**src/rtl/fcvt_pkg.sv**
```systemverilog
package fcvt_pkg;
    localparam int INT_W = 32;
    localparam int EXP_W = 8;
    localparam int MAN_W = 23;
    localparam int SIG_W = MAN_W + 1;
    localparam int BIAS  = 127;

    typedef enum logic [1:0] {
        CVT_I2F_S = 2'b00,
        CVT_I2F_U = 2'b01,
        CVT_F2I_S = 2'b10,
        CVT_F2I_U = 2'b11
    } cvt_mode_e;

    typedef struct packed {
        logic             vld;
        cvt_mode_e        mode;
        logic             away;
        logic [INT_W-1:0] opnd;
    } in_stage_t;

    typedef struct packed {
        logic             vld;
        logic [INT_W-1:0] res;
        logic             inv;
        logic             inx;
    } out_stage_t;

    typedef struct packed {
        in_stage_t  s1;
        out_stage_t s2;
        out_stage_t s3;
    } pipe_t;
endpackage

```
**src/rtl/fcvt_int_to_flt.sv**
```systemverilog
module fcvt_int_to_flt
    import fcvt_pkg::*;
(
    input  logic [INT_W-1:0] opnd,
    input  logic             is_signed,
    output logic [INT_W-1:0] res,
    output logic             inexact
);
    localparam int LZ_W    = $clog2(INT_W);
    localparam int GRD_IDX = INT_W - 2 - MAN_W;
    localparam int EM_W    = EXP_W + MAN_W;

    logic             neg;
    logic             found;
    logic [LZ_W-1:0]  lz;
    logic [INT_W-1:0] mag;
    logic [INT_W-1:0] norm;
    logic             grd;
    logic             stk;
    logic             up;
    logic [EM_W-1:0]  em_raw;
    logic [EM_W-1:0]  em_rnd;

    always_comb begin
        neg   = is_signed & opnd[INT_W-1];
        mag   = neg ? (~opnd + 1'b1) : opnd;
        // leading-one search from the top bit downwards
        lz    = '0;
        found = 1'b0;
        for (int i = INT_W - 1; i >= 0; i--) begin
            if (!found && mag[i]) begin
                lz    = LZ_W'(INT_W - 1 - i);
                found = 1'b1;
            end
        end
        norm   = mag << lz;
        grd    = norm[GRD_IDX];
        stk    = |norm[GRD_IDX-1:0];
        up     = grd & (stk | norm[GRD_IDX+1]);
        em_raw = {EXP_W'(BIAS + INT_W - 1) - EXP_W'(lz), norm[INT_W-2 -: MAN_W]};
        // a carry out of the fraction bumps the exponent on its own
        em_rnd = em_raw + EM_W'(up);
        if (!found) begin
            res     = '0;
            inexact = 1'b0;
        end else begin
            res     = {neg, em_rnd};
            inexact = grd | stk;
        end
    end
endmodule

```
**src/rtl/fcvt_flt_to_int.sv**
```systemverilog
module fcvt_flt_to_int
    import fcvt_pkg::*;
(
    input  logic [INT_W-1:0] opnd,
    input  logic             is_signed,
    input  logic             away,
    output logic [INT_W-1:0] res,
    output logic             invalid,
    output logic             inexact
);
    localparam int UNIT_POS = BIAS + MAN_W;       // exponent whose LSB weighs 1
    localparam int BIG_W    = 2 * INT_W;
    localparam int LSH_MAX  = BIG_W - SIG_W;
    localparam int RSH_MAX  = SIG_W + 2;
    localparam int EXT_W    = SIG_W + RSH_MAX;

    logic             sgn;
    logic [EXP_W-1:0] ex;
    logic [MAN_W-1:0] fr;
    logic [SIG_W-1:0] sig;
    logic [EXP_W:0]   eff;
    logic [EXP_W:0]   lsh;
    logic [EXP_W:0]   rsh;
    logic [EXT_W-1:0] ext;
    logic [BIG_W-1:0] whole;
    logic [BIG_W-1:0] mag;
    logic [INT_W-1:0] sat;
    logic             nan_in;
    logic             huge;
    logic             grd;
    logic             stk;

    always_comb begin
        sgn    = opnd[INT_W-1];
        ex     = opnd[INT_W-2 -: EXP_W];
        fr     = opnd[MAN_W-1:0];
        sig    = {ex != '0, fr};
        eff    = (ex == '0) ? (EXP_W+1)'(1) : {1'b0, ex};
        nan_in = (&ex) & (|fr);
        huge   = (&ex) || (eff > (EXP_W+1)'(UNIT_POS + LSH_MAX));
        lsh    = eff - (EXP_W+1)'(UNIT_POS);
        rsh    = (EXP_W+1)'(UNIT_POS) - eff;
        if (rsh > (EXP_W+1)'(RSH_MAX)) rsh = (EXP_W+1)'(RSH_MAX);
        ext    = '0;
        whole  = '0;
        grd    = 1'b0;
        stk    = 1'b0;
        if (eff >= (EXP_W+1)'(UNIT_POS)) begin
            whole = BIG_W'(sig) << lsh;
        end else begin
            ext   = {sig, {RSH_MAX{1'b0}}} >> rsh;
            whole = BIG_W'(ext[EXT_W-1 -: SIG_W]);
            grd   = ext[RSH_MAX-1];
            stk   = |ext[RSH_MAX-2:0];
        end
        mag = whole + BIG_W'(away & grd);
        // the saturation value doubles as the largest magnitude allowed
        if (is_signed) sat = {sgn, {(INT_W-1){~sgn}}};
        else           sat = {INT_W{~sgn}};

        res     = '0;
        invalid = 1'b0;
        inexact = 1'b0;
        if (nan_in) begin
            invalid = 1'b1;
            res     = is_signed ? {1'b0, {(INT_W-1){1'b1}}} : {INT_W{1'b1}};
        end else if (huge || (mag > BIG_W'(sat))) begin
            invalid = 1'b1;
            res     = sat;
        end else begin
            res     = sgn ? (~mag[INT_W-1:0] + 1'b1) : mag[INT_W-1:0];
            inexact = grd | stk;
        end
    end
endmodule

```
**src/rtl/fcvt_unit.sv**
```systemverilog
module fcvt_unit
    import fcvt_pkg::*;
(
    input  logic             clk,
    input  logic             rst_n,
    input  logic             in_valid,
    input  logic [1:0]       in_mode,
    input  logic             in_round_away,
    input  logic [INT_W-1:0] in_operand,
    output logic             out_valid,
    output logic [INT_W-1:0] out_result,
    output logic             out_invalid,
    output logic             out_inexact
);
    pipe_t            pipe_d;
    pipe_t            pipe_q;
    logic [INT_W-1:0] i2f_res;
    logic             i2f_inx;
    logic [INT_W-1:0] f2i_res;
    logic             f2i_inv;
    logic             f2i_inx;

    fcvt_int_to_flt i2f_i (
        .opnd      (pipe_q.s1.opnd),
        .is_signed (~pipe_q.s1.mode[0]),
        .res       (i2f_res),
        .inexact   (i2f_inx)
    );

    fcvt_flt_to_int f2i_i (
        .opnd      (pipe_q.s1.opnd),
        .is_signed (~pipe_q.s1.mode[0]),
        .away      (pipe_q.s1.away),
        .res       (f2i_res),
        .invalid   (f2i_inv),
        .inexact   (f2i_inx)
    );

    always_comb begin
        pipe_d         = pipe_q;
        pipe_d.s1.vld  = in_valid;
        pipe_d.s1.mode = cvt_mode_e'(in_mode);
        pipe_d.s1.away = in_round_away;
        pipe_d.s1.opnd = in_operand;
        pipe_d.s2.vld  = pipe_q.s1.vld;
        if (pipe_q.s1.mode[1]) begin
            pipe_d.s2.res = f2i_res;
            pipe_d.s2.inv = f2i_inv;
            pipe_d.s2.inx = f2i_inx;
        end else begin
            pipe_d.s2.res = i2f_res;
            pipe_d.s2.inv = 1'b0;
            pipe_d.s2.inx = i2f_inx;
        end
        pipe_d.s3 = pipe_q.s2;
    end

    always_ff @(posedge clk or negedge rst_n) begin
        if (!rst_n) pipe_q <= '0;
        else        pipe_q <= pipe_d;
    end

    assign out_valid   = pipe_q.s3.vld;
    assign out_result  = pipe_q.s3.res;
    assign out_invalid = pipe_q.s3.inv;
    assign out_inexact = pipe_q.s3.inx;
endmodule

```
**config.mk**
```make
export PLATFORM = sky130hd
export DESIGN_NAME = fcvt_unit
export DESIGN_NICKNAME = d
export VERILOG_FILES = /design/src/rtl/fcvt_pkg.sv /design/src/rtl/fcvt_int_to_flt.sv /design/src/rtl/fcvt_flt_to_int.sv /design/src/rtl/fcvt_unit.sv
export SDC_FILE = /design/constraint.sdc
export NUM_CORES = 1
export LEC_CHECK = 0
export ABC_AREA = 1
export BUFFER_PORTS_ARGS = -buffer_cell sky130_fd_sc_hd__buf_2
export CAP_MARGIN = 20
export CELL_PAD_IN_SITES_DETAIL_PLACEMENT = 2
export CELL_PAD_IN_SITES_GLOBAL_PLACEMENT = 2
export CORE_UTILIZATION = 30
export DETAILED_ROUTE_END_ITERATION = 8
export PLACE_DENSITY_LB_ADDON = 0.15
export SYNTH_ARGS = -nofsm -noshare
export SYNTH_HDL_FRONTEND = slang
export SYNTH_SLANG_ARGS = --single-unit
```
**constraint.sdc**
```tcl
create_clock -name clk -period 7.2 [get_ports clk]
set_clock_uncertainty 0.05 [all_clocks]
set_input_delay 0.36 -clock clk [delete_from_list [all_inputs] [get_ports clk]]
set_output_delay 0.36 -clock clk [all_outputs]
set_load 0.01 [all_outputs]
```
==> results by group <==
Worst setup path
  • Critical path arrival: 7320 ps
  • Critical path's slowest cell: dfrtp_1
  • Critical path launch point type: flop
  • Critical Path Sink Type: flop
  • Setup CP Type: reg2reg
  • Most frequent CP cell: nand2_1
  • CP max FO: 12
  • CP peak stage delay: 410 ps
  • Crit path required time: 7470 ps

Yosys
  • Syn Inst Count: between 2k and 2.5k
  • Post-synthesis cell area: 14400 sq um
  • Adder-Cell Fraction of Synth Area: 3.57%
  • Sequential area share after synthesis: 18.5%
  • Yosys warnings: 0
  • Post-synth top area share: 19.5%
  • Top post-synthesis cells by area: nand2_1, dfrtp_1, nand3_1
  • Most frequent cell after synthesis: nand2_1
  • FF+latch count, synth: 106
  • Synth cell types: a little over 60
  • Multiplexer area fraction after synthesis: 0.697%
  • Syn_area_per_cell: 5.78 sq um
  • Synth Area in Compound Gates: 14.8%
  • Ys async rst share: 100%
  • Ys flop type: dfrtp_1
  • Simple-gate area share of the yosys netlist: 46.5%
  • Net Count, Synth: 2564
  • XOR/XNOR Fraction of Synth Area: 3.70%
  • Main combinational cell family by area after synthesis: simple AND/OR/NAND/NOR gates
  • Synth top cells by count: nand2_1, nand3_1, inv_1
  • Post-synth EDFFs: 0
  • Largest area contributor in the netlist: nand2_1

Routing
  • Total wire length: slightly above 70 mm
  • Post-route antenna net violation count: 0
  • 1st-pass router iterations: 9
  • Drt wl/cell: 22.2 um
  • DRC: 3
  • Via density: 5.49
  • Initial DRC count: 925
  • Via count: 17.6k

Hold path
  • Hold Crit Class: in2reg

Clocking
  • Worst-skew pair later-pin latency: 400 ps
  • CTS H-tree depth: 3
  • Clock sinks: approximately 110
  • CTS clock-pin slew for the worst setup and hold paths: ~90 ps
  • Clock buffer depth: 2
  • CTS root buf: clkbuf_16
  • Inserted Clock Buffers: 9
  • TritonCTS clock tree: built

Power and ir drop
  • Clock Power Share: 19.6%
  • Switching power: ~1.4 mW
  • Switching Fraction: 50.1%
  • Pwr/cell area: between 150 and 200 nW/um^2
  • Total power: 2.82 mW
  • Combinational share of power: a little over half
  • P_leak: 8.33 nW
  • Reg power frac: 26.1%
  • Worst vdd ir: 0.0904 mV
  • Cell internal pwr: 1.41 mW

Die
  • Row count: 79
  • Top-Level Pins: 73
  • Die ar.: 48700 sq um
  • Area of the core: roughly 47000 sq um
  • Die Y: 221 um
  • Width of the die: 221 um
  • Initial Utilization: 30.6%

Timing
  • Slew HR: 41.1%
  • Slew @ Worst Pin: 882 ps
  • Final setup vio count: 0
  • Final min period: 7050 ps
  • Fin. Hold Viols: 0
  • F_max: 142 MHz
  • Tcrit/Tclk final: 97.9%
  • Slew Limit Fails: 0

Placed design
  • DP HPWL: between 50 and 60 mm
  • Gp weighted congestion: 0.928
  • I/O Buffers: 72
  • DP Cell Count: 3158

Finish
  • Diode count: 0
  • Layout Utilization: 36.6%
  • Multi-input logic area: 10500 sq um
  • Filler cells: 5962
  • Share of cells above drive strength 1: between 10% and 20%
  • Register area: 2660 sq um
  • Layout Cells excl Fill: 3213
  • Nets: around 2.7k
  • Synth-to-layout area growth: 19.3%

Status
  • Outcome: finished with violations
  • Violated checks: design-rule violations

GRT
  • Largest net degree at the start of global routing: 70
  • Initial antenna violation count: 2
  • Vias in the first global route: 18.6k
  • Total grt overflow: 0
  • First-pass GRT wire length: about 110 mm
  • GRT Overall Usage: 28.5%

Job
  • Max-cap viol count: 0
power by group through the flow:
stage / Combinational (mW) / Clock, mW / Sequential [mW]
3_3_place_gp: 1.37 / 0 / 0.742
4_1_cts: 1.45 / 0.570 / 0.739
3_5_place_dp: 1.43 / 0 / 0.751
5_1_grt: 1.68 / 0.583 / 0.747
6_report: 1.53 / 0.552 / 0.737
2_1_floorplan: 0.963 / 0 / 0.728
layer usage:
layer	routed length (um)	track usage (%)	part of all wire, %	up-vias
li1	-	-	-	8408
met1	31300	35.1	44	8852
met2	36600	53.0	51	285
met3	1600	1.88	2.2	90
met4	1830	7.95	2.6	0
met5	0	0	0	-
worst max-delay path: cells and delay by family (launching register included):
| family | cells | cell delay [ps] |
|---|---|---|
| xor gates and xnor gates | 1 | 400 |
| and+or+nand+nor | 20 | 2450 |
| muxes | 1 | 210 |
| buffers and inverters | 9 | 990 |
| adders and majority gates | 3 | 670 |
| AOI/OAI and AO/OA | 10 | 1770 |
| DFF | 1 | 410 |
flip-flops by register name (all words and copies together), names as in the netlist:
register,count
out_result,32
pipe_q,35
out_valid,1
out_inexact,1
out_invalid,1
pipe_d,36
per-stage QoR:
stage	cell area, sq um	worst slack [ps]	setup TNS [ps]	hold WS [ps]
4_1_cts	16200	4.50	0	0.341
5_1_grt	17100	-228	-5850	8.21
3_5_place_dp	15800	-565	-13070	286
3_3_place_gp	15800	-171	-1550	283
6_report	17100	154	0	11.9
2_1_floorplan	14400	137	0	14.4
layout make-up:
type / instances / share of cell area, %
multi-input cells: 1974 / 61.4
clock inverters: 7 / 0.548
flip-flops and latches: 106 / 15.5
well taps: 607 / 4.43
inverters: 265 / 5.88
clock buffers: 9 / 1.31
repair buffers: 245 / 11.0
repair_timing:
| item | in CTS | in global routing |
|---|---|---|
| endpoints found under the setup margin | 34 | 34 |
| cloned | 0 | 6 |
| pin swaps | 3 | 42 |
| hold buffers | 1 | 0 |
| hold endpoints to repair | 38 | 0 |
| resized for setup | 30 | 176 |
| setup buffers | 2 | 31 |
layout by cell type, fill, tap and decap left out, drive strengths merged, types with 4 or more instances in the layout:
cell type and count:
clkbuf 14, o22ai 7, nand3 322, a31oi 10, xor2 56, or2 12, dfrtp 106, nand2 765
o21a 4, nor3 54, ha 41, a41oi 4, nor2 245, o21ai 282, buf 239, nor4 9
o211ai 4, nand4 67, a21oi 38, clkinv 10, o2111ai 7, inv 262, a211oi 9, mux2i 10
worst paths after layout:
path / to / slack [ps] / cells past startpoint / from
setup / recovery: pipe_d[8] / 150 / 44 / pipe_q[96]
hold / removal: pipe_q[101] / 10 / 1 / in_operand[31]
setup reg to reg: pipe_d[8] / 150 / 44 / pipe_q[96]
hold reg to reg: out_result[2] / 290 / 0 / pipe_d[4]
max in group asynchronous: pipe_q[101] / 5250 / 3 / rst_n
min in group asynchronous: out_result[0] / 480 / 2 / rst_n
cell families after synthesis:
| family | Yosys count |
|---|---|
| flip-flops | 106 |
| multiplexers | 10 |
| adder cells (fa/ha/maj) | 41 |
| XOR/XNOR | 59 |
| buffers and inverters | 406 |
| AO/OA/AOI/OAI | 383 |
| AND/OR/NAND/NOR | 1480 |
Note: power is estimated with default switching activity, not from simulation.
